[config.mk]
export PLATFORM = sky130hd
export DESIGN_NAME = xcvr_boot_seq
export DESIGN_NICKNAME = d
export VERILOG_FILES = /design/src/rtl/xcvr_boot_pkg.sv /design/src/rtl/xcvr_cfg_rom.sv /design/src/rtl/xcvr_apb_xfer.sv /design/src/rtl/xcvr_cycle_cnt.sv /design/src/rtl/xcvr_boot_seq.sv
export SDC_FILE = /design/constraint.sdc
export NUM_CORES = 1
export LEC_CHECK = 0
export ABC_AREA = 0
export CAP_MARGIN = 20
export CORE_MARGIN = 3
export CORE_UTILIZATION = 27
export DETAILED_ROUTE_END_ITERATION = 10
export MAX_ROUTING_LAYER = met4
export PLACE_DENSITY = 0.56
export RECOVER_POWER = 25
export SLEW_MARGIN = 40
export SYNTH_ARGS = -nofsm -noshare
export SYNTH_HDL_FRONTEND = slang
export SYNTH_SLANG_ARGS = --single-unit
[constraint.sdc]
create_clock -name clk -period 7 [get_ports clk]
set_input_delay 1.4 -clock clk [delete_from_list [all_inputs] [get_ports clk]]
set_output_delay 1.4 -clock clk [all_outputs]
set_load 0.01 [all_outputs]
[src/rtl/xcvr_boot_pkg.sv]
package xcvr_boot_pkg;

  typedef enum logic [3:0] {
    ST_IDLE,
    ST_FETCH,
    ST_ISSUE,
    ST_WRWAIT,
    ST_CFGDONE,
    ST_RXRST,
    ST_LOCK_FREQ,
    ST_LOCK_COARSE,
    ST_LOCK_FINE,
    ST_POLL_ISSUE,
    ST_POLL_WAIT,
    ST_POLL_GAP
  } seq_state_e;

  typedef enum logic [1:0] {
    AP_IDLE,
    AP_SETUP,
    AP_ACCESS
  } apb_phase_e;

  // Configuration word for table entry k
  function automatic logic [31:0] cfg_word(input int unsigned k);
    logic [7:0] b;
    b = 8'(k);
    return {8'hA5, b, ~b, b ^ 8'h3C};
  endfunction

endpackage

[src/rtl/xcvr_cfg_rom.sv]
module xcvr_cfg_rom #(
  parameter int DEPTH  = 16,
  parameter int ADDR_W = 16,
  parameter int DATA_W = 32,
  parameter int BASE   = 'h100,
  localparam int IDX_W = $clog2(DEPTH)
) (
  input  logic              clk,
  input  logic [IDX_W-1:0]  idx,
  output logic [ADDR_W-1:0] addr_q,
  output logic [DATA_W-1:0] data_q
);
  import xcvr_boot_pkg::*;

  // Registered lookup so the table maps onto a synchronous ROM
  always_ff @(posedge clk) begin
    addr_q <= ADDR_W'(BASE + 4 * int'(idx));
    data_q <= DATA_W'(cfg_word(int'(idx)));
  end

endmodule

[src/rtl/xcvr_apb_xfer.sv]
module xcvr_apb_xfer #(
  parameter int ADDR_W = 16,
  parameter int DATA_W = 32
) (
  input  logic              clk,
  input  logic              rst,
  input  logic              req,
  input  logic              req_wr,
  input  logic [ADDR_W-1:0] req_addr,
  input  logic [DATA_W-1:0] req_wdata,
  output logic              done,
  output logic [DATA_W-1:0] rdata,
  output logic              psel,
  output logic              penable,
  output logic              pwrite,
  output logic [ADDR_W-1:0] paddr,
  output logic [DATA_W-1:0] pwdata,
  input  logic              pready,
  input  logic [DATA_W-1:0] prdata
);
  import xcvr_boot_pkg::*;

  apb_phase_e ph;

  always_ff @(posedge clk) begin
    if (rst) begin
      ph      <= AP_IDLE;
      psel    <= 1'b0;
      penable <= 1'b0;
      pwrite  <= 1'b0;
      paddr   <= '0;
      pwdata  <= '0;
      done    <= 1'b0;
      rdata   <= '0;
    end else begin
      done <= 1'b0;
      unique case (ph)
        AP_IDLE: begin
          if (req) begin
            psel    <= 1'b1;
            penable <= 1'b0;
            pwrite  <= req_wr;
            paddr   <= req_addr;
            pwdata  <= req_wr ? req_wdata : '0;
            ph      <= AP_SETUP;
          end
        end
        AP_SETUP: begin
          penable <= 1'b1;
          ph      <= AP_ACCESS;
        end
        AP_ACCESS: begin
          if (pready) begin
            psel    <= 1'b0;
            penable <= 1'b0;
            done    <= 1'b1;
            if (!pwrite) rdata <= prdata;
            ph      <= AP_IDLE;
          end
        end
        default: ph <= AP_IDLE;
      endcase
    end
  end

  AST_SETUP_THEN_ACCESS: assert property (@(posedge clk) disable iff (rst)
    (psel && !penable) |=> (psel && penable));

  AST_HOLD_UNTIL_READY: assert property (@(posedge clk) disable iff (rst)
    (psel && penable && !pready) |=> (psel && penable && $stable(paddr)
                                      && $stable(pwrite) && $stable(pwdata)));

  AST_RELEASE_AFTER_READY: assert property (@(posedge clk) disable iff (rst)
    (psel && penable && pready) |=> (!psel && !penable));

  AST_ENABLE_NEEDS_SELECT: assert property (@(posedge clk) disable iff (rst)
    penable |-> psel);

endmodule

[src/rtl/xcvr_cycle_cnt.sv]
module xcvr_cycle_cnt #(
  parameter int W = 8
) (
  input  logic         clk,
  input  logic         rst,
  input  logic         clr,
  output logic [W-1:0] cnt
);

  always_ff @(posedge clk) begin
    if (rst || clr) begin
      cnt <= '0;
    end else if (cnt != {W{1'b1}}) begin
      cnt <= cnt + 1'b1;
    end
  end

endmodule

[src/rtl/xcvr_boot_seq.sv]
module xcvr_boot_seq #(
  parameter int ADDR_W      = 16,
  parameter int DATA_W      = 32,
  parameter int ROM_DEPTH   = 16,
  parameter int CFG_BASE    = 'h100,
  parameter int STATUS_ADDR = 'h1FC,
  parameter int HOLD_CYC    = 64,
  parameter int REFRESH_GAP = 8,
  parameter int TO_W        = 12,
  parameter int RETRY_W     = 8,
  parameter int LANES       = 4
) (
  input  logic               clk,
  input  logic               rst,
  input  logic               start,
  input  logic [TO_W-1:0]    lock_timeout,
  input  logic               freq_lock,
  input  logic               coarse_lock,
  input  logic               fine_lock,
  output logic [ADDR_W-1:0]  paddr,
  output logic [DATA_W-1:0]  pwdata,
  output logic               pwrite,
  output logic               psel,
  output logic               penable,
  input  logic               pready,
  input  logic [DATA_W-1:0]  prdata,
  output logic [LANES-1:0]   lane_rst,
  output logic               init_done,
  output logic               locked,
  output logic [DATA_W-1:0]  status_word,
  output logic               status_upd,
  output logic [RETRY_W-1:0] retry_cnt
);
  import xcvr_boot_pkg::*;

  localparam int IDX_W  = $clog2(ROM_DEPTH);
  localparam int HOLD_W = $clog2(HOLD_CYC + 1);
  localparam int GAP_W  = $clog2(REFRESH_GAP + 1);
  localparam int HG_W   = (HOLD_W > GAP_W) ? HOLD_W : GAP_W;
  localparam int CNT_W  = (HG_W > TO_W) ? HG_W : TO_W;
  localparam logic [IDX_W-1:0] LAST_IDX = IDX_W'(ROM_DEPTH - 1);

  seq_state_e st, nxt;

  logic [IDX_W-1:0]   idx;
  logic [ADDR_W-1:0]  rom_addr;
  logic [DATA_W-1:0]  rom_data;
  logic               apb_req, apb_wr, apb_done;
  logic [ADDR_W-1:0]  apb_addr;
  logic [DATA_W-1:0]  apb_rdata;
  logic [CNT_W-1:0]   cyc;
  logic               cyc_clr;
  logic               rxrst_q;
  logic               stage_to;
  logic               hold_end;
  logic               gap_end;

  xcvr_cfg_rom #(
    .DEPTH (ROM_DEPTH),
    .ADDR_W(ADDR_W),
    .DATA_W(DATA_W),
    .BASE  (CFG_BASE)
  ) u_rom (
    .clk   (clk),
    .idx   (idx),
    .addr_q(rom_addr),
    .data_q(rom_data)
  );

  assign apb_req  = (st == ST_ISSUE) || (st == ST_POLL_ISSUE);
  assign apb_wr   = (st == ST_ISSUE);
  assign apb_addr = apb_wr ? rom_addr : ADDR_W'(STATUS_ADDR);

  xcvr_apb_xfer #(
    .ADDR_W(ADDR_W),
    .DATA_W(DATA_W)
  ) u_apb (
    .clk      (clk),
    .rst      (rst),
    .req      (apb_req),
    .req_wr   (apb_wr),
    .req_addr (apb_addr),
    .req_wdata(rom_data),
    .done     (apb_done),
    .rdata    (apb_rdata),
    .psel     (psel),
    .penable  (penable),
    .pwrite   (pwrite),
    .paddr    (paddr),
    .pwdata   (pwdata),
    .pready   (pready),
    .prdata   (prdata)
  );

  xcvr_cycle_cnt #(.W(CNT_W)) u_cyc (
    .clk(clk),
    .rst(rst),
    .clr(cyc_clr),
    .cnt(cyc)
  );

  assign stage_to = (cyc >= CNT_W'(lock_timeout));
  assign hold_end = (cyc == CNT_W'(HOLD_CYC - 1));
  assign gap_end  = (cyc >= CNT_W'(REFRESH_GAP - 1));

  // Next-state decision
  always_comb begin
    nxt = st;
    unique case (st)
      ST_IDLE:        if (start) nxt = ST_FETCH;
      ST_FETCH:       nxt = ST_ISSUE;
      ST_ISSUE:       nxt = ST_WRWAIT;
      ST_WRWAIT:      if (apb_done) nxt = (idx == LAST_IDX) ? ST_CFGDONE : ST_FETCH;
      ST_CFGDONE:     nxt = ST_RXRST;
      ST_RXRST:       if (hold_end) nxt = ST_LOCK_FREQ;
      ST_LOCK_FREQ: begin
        if (freq_lock)     nxt = ST_LOCK_COARSE;
        else if (stage_to) nxt = ST_RXRST;
      end
      ST_LOCK_COARSE: begin
        if (coarse_lock)   nxt = ST_LOCK_FINE;
        else if (stage_to) nxt = ST_RXRST;
      end
      ST_LOCK_FINE: begin
        if (fine_lock)     nxt = ST_POLL_ISSUE;
        else if (stage_to) nxt = ST_RXRST;
      end
      ST_POLL_ISSUE:  nxt = ST_POLL_WAIT;
      ST_POLL_WAIT:   if (apb_done) nxt = ST_POLL_GAP;
      ST_POLL_GAP:    if (gap_end) nxt = ST_POLL_ISSUE;
      default:        nxt = ST_IDLE;
    endcase
  end

  // Every state starts counting from zero
  assign cyc_clr = (nxt != st);

  always_ff @(posedge clk) begin
    if (rst) begin
      st          <= ST_IDLE;
      idx         <= '0;
      rxrst_q     <= 1'b0;
      init_done   <= 1'b0;
      locked      <= 1'b0;
      status_word <= '0;
      status_upd  <= 1'b0;
      retry_cnt   <= '0;
    end else begin
      st         <= nxt;
      rxrst_q    <= (nxt == ST_RXRST);
      status_upd <= 1'b0;
      if (st == ST_IDLE && start) idx <= '0;
      if (st == ST_WRWAIT && apb_done && idx != LAST_IDX) idx <= idx + 1'b1;
      if (nxt == ST_CFGDONE) init_done <= 1'b1;
      if (st == ST_LOCK_FINE && fine_lock) locked <= 1'b1;
      if ((st == ST_LOCK_FREQ || st == ST_LOCK_COARSE || st == ST_LOCK_FINE)
          && nxt == ST_RXRST && retry_cnt != {RETRY_W{1'b1}}) begin
        retry_cnt <= retry_cnt + 1'b1;
      end
      if (st == ST_POLL_WAIT && apb_done) begin
        status_word <= apb_rdata;
        status_upd  <= 1'b1;
      end
    end
  end

  // One register fans out to every lane reset
  for (genvar g = 0; g < LANES; g++) begin : g_lane
    assign lane_rst[g] = rxrst_q;
  end

  AST_NO_BUS_IN_RXRST: assert property (@(posedge clk) disable iff (rst)
    lane_rst[0] |-> !psel);

  AST_INIT_DONE_STICKY: assert property (@(posedge clk) disable iff (rst)
    init_done |=> init_done);

  AST_RETRY_SINGLE_STEP: assert property (@(posedge clk) disable iff (rst)
    !$stable(retry_cnt) |-> (retry_cnt == $past(retry_cnt) + 1'b1));

  AST_LOCKED_AFTER_INIT: assert property (@(posedge clk) disable iff (rst)
    locked |-> (init_done && !lane_rst[0]));

  AST_NO_WRITE_AFTER_LOCK: assert property (@(posedge clk) disable iff (rst)
    (locked && psel) |-> !pwrite);

  AST_UPDATE_IS_PULSE: assert property (@(posedge clk) disable iff (rst)
    status_upd |=> !status_upd);

endmodule

==> results.toml, run 1 <==
[logic_synthesis]
ys.flop_type = "dfxtp_1"
synth_area_leader_cell = "dfxtp_1"
synth.avg_cell_area_um2 = 8.22
netlist_area_mm2 = 0.00544
synth_edf_count = 0
ys_warn_count = 0
ys_ff_latch = 124
synth_area_leaders = "dfxtp_1, nand2_1, a21oi_1"
synth-seq-area-share_pct = 45.6
syn-instance-count = 662
async_reset_ff_share_pct = 0
synth_top_area_share_pct = 45.6
synthDistinctLibCells = 52

[floorplan]
core_area_mm2 = 0.0197
dieArea_mm2 = 0.0219
rows = 51
die_h_um = 148
io_pins = 149
die_x_um = 148
start_util_pct = 27.7

[finish]
fillers = 2092
final_nets = 826
drive_gt1_share_pct = 8.28
area_growth_pct = 34.5
finalNonFillerCells = 1039
final_util_pct = 37.2

[placed_design]
dp_hpwl_mm = 9.36
numPortBuffers = 129
placed_cells = 1006
place_congestion = 0.768

[critical_path]
reg2reg_from = "st[0]"
arrival_ns = 4.64
slowest_stage = "clkbuf_1"
worstRegToRegCells = 8
start_kind = "input pin"
path_class = "in2reg"
critPathRequiredTime_ns = 7.30
path_cells = "buf_4 -> clkbuf_1 -> or4_4 -> a211oi_1"
cpLargestDelayFamily = "buffers and inverters"
crit_path_end_kind = "flop"
cp_max_fo = 66
r2r_end = "retry_cnt[3]"
cp_slowest_stage_delay_ns = 2.17
path_buf_inv = 2
reg2reg_slack_ns = 3.97

[run_status]
status = "finished with violations"
violations = "capacitance limit, slew limit"

[detailed_routing]
drc = 0
ant_nets = 0
dr.pass1.iters = 4
vias = 4594
drt_iter0_drc = 256
finalWirelength_mm = 13.9
routed_via_density = 4.42
wire_per_inst_um = 13.4

[timing]
hold_violations = 0
setup_viol = 0
tightest_slew_ns = 3.00
fin_tns_setup_ns = 0
final.setup_skew_ns = 0.0108
slew_headroom_pct = -100
clock.fmax_ghz = 0.230
slew_violations = 101
rsz0062_at_grt = "no"
fin_crit_sh_pct = 62.0
period_needed_ns = 4.34

[flow_run]
max_cap_violations = 2

[power]
p_leak_uw = 0.00264
ir_drop_v = 0.000169
powerDensity_mw_per_mm2 = 253

[worst_hold_path]
hold_path_startpoint = "idx[0]"
hold_class = "reg2reg"
holdPathEnd = "u_rom.data_q[16]"
hold_depth = 0

[clock_tree]
htreeDepth = 4
post_cts_buffers = 0
cts_hold_buf = 0
cts-root-buf = "clkbuf_16"
clk_pin_slew_ns = 0.06
numCtsBuffers = 17
cts_max_path_buffers = 2
cts_tree = "yes"
clock_latency_ns = 0.42
post_cts_resized = 0
clkSinkCount = 124

[grt]
grt_max_degree = 67
antenna_found_initial = 1
grt.total_usage_pct = 13.2
grt_pass1_vias = 4270
grt_overflow = 0
grt_pass1_wl_mm = 22.3
logic make-up (layout without fill, tap and decap cells):
| logic type | count (synthesis) | count (layout) | synth area share, % |
|---|---|---|---|
| adder cells (fa/ha/maj) | 15 | 15 | 3.45 |
| flip-flops | 124 | 124 | 45.6 |
| AND/OR/NAND/NOR | 277 | 277 | 23.3 |
| multiplexers | 6 | 6 | 1.17 |
| AO/OA/AOI/OAI | 131 | 131 | 14.1 |
| buffers and inverters | 98 | 191 | 10.7 |
| other | 1 | 20 | 0.0689 |
| XOR/XNOR | 10 | 10 | 1.61 |
final cells by class:
class                   instances  area [µm²]  area share [%]
repair buffers                134        1320            18.0
clock inverters                14         208            2.84
clock buffers                  18         429            5.87
multi-input cells             458        2450            33.5
flip-flops and latches        124        2480            33.9
inverters                      25        93.8            1.28
diodes                          1        2.50          0.0342
well taps                     265         332            4.53
flip-flops by register name, indices dropped and copies added, names as in the netlist, 2 cells and up:
signal / flops
idx: 4
retry_cnt: 8
st: 4
status_word: 32
u_apb.paddr: 6
u_apb.ph: 2
u_apb.pwdata: 9
u_apb.rdata: 32
u_cyc.cnt: 12
u_rom.data_q: 8
synth_stat cells, types with 10 or more instances:
library cell	count
nand2_1	145
dfxtp_1	124
a21oi_1	84
nor2_1	45
buf_4	39
clkbuf_1	26
inv_1	25
nand3_1	20
ha_1	15
o21ai_0	13
and3_1	11
a22oi_1	10
cells in the final DEF (no fill, tap or decap), types with 4 or more instances in the layout:
| cell type | instances |
|---|---|
| a21oi_1 | 84 |
| a22oi_1 | 10 |
| a32oi_1 | 4 |
| and3_1 | 11 |
| buf_4 | 4 |
| bufinv_16 | 4 |
| clkbuf_16 | 17 |
| clkdlybuf4s50_1 | 128 |
| conb_1 | 19 |
| dfxtp_1 | 124 |
| ha_1 | 15 |
| inv_1 | 25 |
| inv_6 | 4 |
| nand2_1 | 145 |
| nand3_1 | 20 |
| nand4_1 | 9 |
| nor2_1 | 43 |
| nor2_2 | 11 |
| nor2b_1 | 8 |
| nor3_1 | 6 |
| o21ai_0 | 13 |
| o22ai_1 | 5 |
| xnor2_1 | 5 |
| xor2_1 | 5 |
per-stage QoR:
stage	setup WS, ns	hold WS, ns	cell area, µm²	power (µW)
floorplan	3.40	0.380	5510	861
global placement	2.69	0.400	6680	914
detailed placement	2.64	0.409	6680	915
CTS	3.07	0.415	7320	1880
global route	2.23	0.430	7310	1920
finish	2.66	0.412	7310	1850
report_power, final:
group | internal (µW) | switching (µW)
Sequential | 721 | 19.1
Clock | 604 | 350
Combinational | 79.6 | 78.8
Total | 1400 | 447
layer usage:
metal | routed length (µm) | vias to the layer above | global-route usage (%) | part of all wire, %
met5 | 0 | - | - | 0
met4 | 153 | 0 | 4.71 | 1.1
met3 | 802 | 13 | 4.17 | 5.8
met2 | 6540 | 105 | 20.0 | 47
met1 | 6410 | 2107 | 16.6 | 46
li1 | - | 2369 | - | -
worst max-delay path by stage:
stage / start / end / slack (ns) / cells after the start
finish: rst / u_cyc.cnt[10] / 2.66 / 4
global route: rst / u_cyc.cnt[10] / 2.23 / 4
CTS: lock_timeout[1] / u_cyc.cnt[10] / 3.07 / 11
detailed placement: lock_timeout[9] / u_cyc.cnt[10] / 2.64 / 11
global placement: lock_timeout[7] / retry_cnt[3] / 2.69 / 11
floorplan: lock_timeout[9] / u_cyc.cnt[9] / 3.40 / 11
Note: power is estimated with default switching activity, not from simulation.
==> inputs of run 2 (changes only) <==
clock period = 4.4 ns   (was 7 ns; I/O delays follow)
==> results.toml, run 2 (synthesis results as in run 1) <==
[run_status]
status = "finished with violations"
violations = "capacitance limit, slew limit"

[timing]
final.setup_skew_ns = 0.0101
fin_crit_sh_pct = 81.6
rsz0062_at_grt = "no"
period_needed_ns = 3.59
fin_tns_setup_ns = 0
tightest_slew_ns = 2.95
slew_headroom_pct = -97.0
hold_violations = 0
clock.fmax_ghz = 0.279
slew_violations = 97
setup_viol = 0
fin_ws_ns = 0.810

[clock_tree]
cts-root-buf = "clkbuf_16"
cts_max_path_buffers = 2
htreeDepth = 4
clkSinkCount = 124
cts_tree = "yes"
post_cts_resized = 0
cts_hold_buf = 0
clock_latency_ns = 0.41
numCtsBuffers = 17
clk_pin_slew_ns = 0.06
post_cts_buffers = 0

[detailed_routing]
wire_per_inst_um = 13.4
vias = 4624
drc = 0
dr.pass1.iters = 4
drt_iter0_drc = 193
routed_via_density = 4.45
finalWirelength_mm = 13.9
ant_nets = 0

[power]
p_leak_uw = 0.00265
powerDensity_mw_per_mm2 = 397
ir_drop_v = 0.000243

[finish]
drive_gt1_share_pct = 8.40
layout_commonest_cell = "nand2_1"
final_nets = 827
final_util_pct = 37.2
fillers = 2094
final_cell_mix = "nand2_1, clkdlybuf4s50_1, dfxtp_1, a21oi_1, nor2_1"
area_growth_pct = 34.3
top_regs = "status_word: 32 flops, u_apb.rdata: 32 flops, u_cyc.cnt: 12 flops"
postLayoutCellArea_mm2 = 0.00730

[critical_path]
path_buf_inv = 2
cpLargestDelayFamily = "buffers and inverters"
worstRegToRegCells = 10
critPathRequiredTime_ns = 4.53
crit_cells = 3
start_kind = "input pin"
cp_max_fo = 62
crit_path_end_kind = "flop"
path_cells = "buf_4 -> clkbuf_1 -> a2111oi_0"
slowest_stage = "clkbuf_1"
startpoint = "rst"
arrival_ns = 3.71
path_class = "in2reg"
cp_slowest_stage_delay_ns = 2.12
reg2reg_from = "u_cyc.cnt[0]"

[grt]
antenna_found_initial = 1
grt_max_degree = 63
grt.total_usage_pct = 13.2
grt_pass1_wl_mm = 22.4
grt_pass1_vias = 4353
grt_overflow = 0

[worst_hold_path]
hold_class = "reg2reg"
hold_path_startpoint = "idx[0]"
hold_depth = 0

[floorplan]
die_x_um = 148
start_util_pct = 27.7
io_pins = 149
core_area_mm2 = 0.0197
dieArea_mm2 = 0.0219
rows = 51
die_h_um = 148

[flow_run]
max_cap_violations = 2

[placed_design]
place_congestion = 0.795
numPortBuffers = 129
dp_hpwl_mm = 9.48
placed_area_mm2 = 0.00669
dp_slack_ns = 0.530
[run 2: cell count changes in the layout (fill, tap and decap cells not counted)]
cell,previous run,this run
clkinv_2,0,1
clkinv_4,3,4
clkbuf_8,0,1
bufinv_16,4,3
clkbuf_1,3,2
buf_4,4,5
nor2_1,43,44
clkinvlp_4,2,1
nor2_2,11,10
[run 2: final cells by class]
type	count	area (µm²)	area share, %
well taps	265	332	4.54
clock buffers	18	439	6.01
multi-input cells	458	2440	33.5
clock inverters	14	184	2.52
diodes	1	2.50	0.0343
inverters	25	93.8	1.28
flip-flops and latches	124	2480	34.0
repair buffers	135	1330	18.2
[run 2: path summary, 6_finish.rpt]
kind | endpoint | slack [ns]
worst max-delay path | u_apb.penable | 0.81
worst min-delay path | u_rom.data_q[16] | 0.41
worst max register to register | u_cyc.cnt[10] | 1.49
worst min register to register | u_rom.data_q[16] | 0.41
[run 2: where the power goes]
group	leakage [µW]	internal, µW	switching (µW)
Sequential	0.00100	1150	31.2
Combinational	0.00134	127	126
Clock	0.000304	920	553
Total	0.00265	2190	710
[run 2: metrics by stage]
step	instances	total power [µW]	hold WS, ns
final	1040	2900	0.409
after floorplan	680	1370	0.380
after CTS	1039	2950	0.407
after global placement	1007	1450	0.399
after detailed placement	1007	1460	0.400
after global routing	1040	3030	0.415
[run 2: worst register-to-register path, delay by kind of cell, from the launching register on]
family	cells	cell delay [ns]
AO/OA/AOI/OAI	4	1.05
XOR/XNOR	1	0.12
adder cells (fa/ha/maj)	1	0.26
buffers and inverters	1	0.06
flip-flops	1	0.39
AND/OR/NAND/NOR	3	0.95
[run 2: per-layer routing]
layer,vias to the layer above,routed length (µm),track usage (%)
li1,2370,-,-
met1,2115,6500,16.9
met2,120,6330,19.6
met3,19,833,4.29
met4,0,235,4.57
met5,-,0,-
==> inputs of run 3 (changes only) <==
clock period = 3.75 ns   (was 4.4 ns; I/O delays follow)
==> results.toml, run 3 (synthesis results as in run 1) <==
[run_status]
status = "finished with violations"
violations = "capacitance limit, slew limit"

[placed_design]
dp_hpwl_mm = 9.17
numPortBuffers = 129
place_congestion = 0.797
placed_cells = 1009

[detailed_routing]
vias = 4613
dr.pass1.iters = 5
wire_per_inst_um = 13.3
finalWirelength_mm = 13.8
drc = 0
routed_via_density = 4.43
ant_nets = 0
drt_iter0_drc = 243

[critical_path]
r2r_end = "u_cyc.cnt[10]"
cp_slowest_stage_delay_ns = 0.56
arrival_ns = 3.57
path_class = "in2reg"
path_cells = "clkdlybuf4s50_1 -> inv_1 -> ha_1 -> o21ai_0 -> o21ai_0 -> a32oi_1 -> a32oi_1 -> a2111oi_4 -> xnor2_1 -> or4_4 -> a211oi_1"
crit_path_end_kind = "flop"
cp_max_fo = 12
slowest_stage = "or4_4"
reg2reg_from = "u_cyc.cnt[0]"
critPathRequiredTime_ns = 4.08
worstRegToRegCells = 10
start_kind = "input pin"
reg2reg_slack_ns = 0.82

[worst_hold_path]
hold_depth = 0
hold_class = "reg2reg"
holdPathEnd = "u_rom.data_q[17]"
hold_path_startpoint = "idx[1]"

[timing]
fin_crit_sh_pct = 86.4
slew_violations = 110
period_needed_ns = 3.24
hold_violations = 0
rsz0062_at_grt = "no"
slew_headroom_pct = -53.7
final.setup_skew_ns = 0.0112
fin_tns_setup_ns = 0
setup_viol = 0
tightest_slew_ns = 2.30
clock.fmax_ghz = 0.309

[clock_tree]
post_cts_resized = 0
cts_max_path_buffers = 2
clkSinkCount = 124
numCtsBuffers = 17
clock_latency_ns = 0.42
cts-root-buf = "clkbuf_16"
cts_tree = "yes"
post_cts_buffers = 0
clk_pin_slew_ns = 0.06
cts_hold_buf = 0
htreeDepth = 4

[grt]
grt.total_usage_pct = 12.9
grt_pass1_wl_mm = 22.1
grt_max_degree = 110
grt_pass1_vias = 4319
grt_overflow = 0
antenna_found_initial = 1

[floorplan]
start_util_pct = 27.7
die_h_um = 148
core_area_mm2 = 0.0197
io_pins = 149
dieArea_mm2 = 0.0219
die_x_um = 148
rows = 51

[power]
p_sw_share_pct = 26.3
p_int_uw = 2440
clkPwrFrac_pct = 49.0
powerDensity_mw_per_mm2 = 453
combinationalPowerShare_pct = 9.3
p_leak_uw = 0.00264
p_seq_share_pct = 41.7
ir_drop_v = 0.000302
power.switching_uw = 867

[finish]
final_cell_mix = "nand2_1, clkdlybuf4s50_1, dfxtp_1, a21oi_1, nor2_1"
finalNonFillerCells = 1042
final_nets = 829
drive_gt1_share_pct = 9.02
layout_commonest_cell = "nand2_1"
area_growth_pct = 33.9
final_util_pct = 37.1
top_regs = "status_word: 32 flops, u_apb.rdata: 32 flops, u_cyc.cnt: 12 flops"

[flow_run]
max_cap_violations = 1
-- run 3: worst max-delay path by stage --
stage | from | end | depth (start not counted)
6_report | lock_timeout[1] | u_cyc.cnt[10] | 11
5_1_grt | lock_timeout[1] | u_cyc.cnt[10] | 11
4_1_cts | lock_timeout[1] | u_cyc.cnt[10] | 11
3_5_place_dp | lock_timeout[9] | u_cyc.cnt[10] | 11
3_3_place_gp | lock_timeout[9] | u_cyc.cnt[10] | 11
2_1_floorplan | lock_timeout[9] | u_cyc.cnt[9] | 11
-- run 3: power by group through the flow --
stage	Clock (µW)	Sequential, µW	Combinational [µW]
global placement	0	1400	307
detailed placement	0	1400	310
floorplan	0	1400	208
global route	1730	1380	337
CTS	1670	1380	311
finish	1620	1380	308
-- run 3: stage by stage --
stage	worst slack, ns	area [µm²]	hold slack [ns]	total power, µW
CTS	0.539	7280	0.406	3350
global route	0.395	7280	0.421	3440
global placement	0.198	6700	0.397	1710
finish	0.509	7280	0.405	3300
floorplan	0.799	5510	0.380	1610
detailed placement	0.114	6710	0.400	1710
-- run 3: cell type report --
cell class	count	area, µm²
well taps	265	332
repair buffers	137	1350
flip-flops and latches	124	2480
clock buffers	17	425
inverters	25	93.8
clock inverters	15	153
diodes	1	2.50
multi-input cells	458	2450
fillers	2108	12400
-- run 3: worst max-delay path, delay by kind of cell --
| family | cells | cell delay, ns |
|---|---|---|
| adder cells (fa/ha/maj) | 1 | 0.27 |
| AO/OA/AOI/OAI | 6 | 1.40 |
| buffers and inverters | 2 | 0.49 |
| AND/OR/NAND/NOR | 1 | 0.56 |
| XOR/XNOR | 1 | 0.11 |
-- run 3: routing by layer --
layer / track usage, % / up-vias / wire length [µm]
li1: - / 2382 / -
met1: 16.5 / 2094 / 6460
met2: 19.3 / 120 / 6270
met3: 4.02 / 17 / 880
met4: 4.80 / 0 / 209
met5: - / - / 0
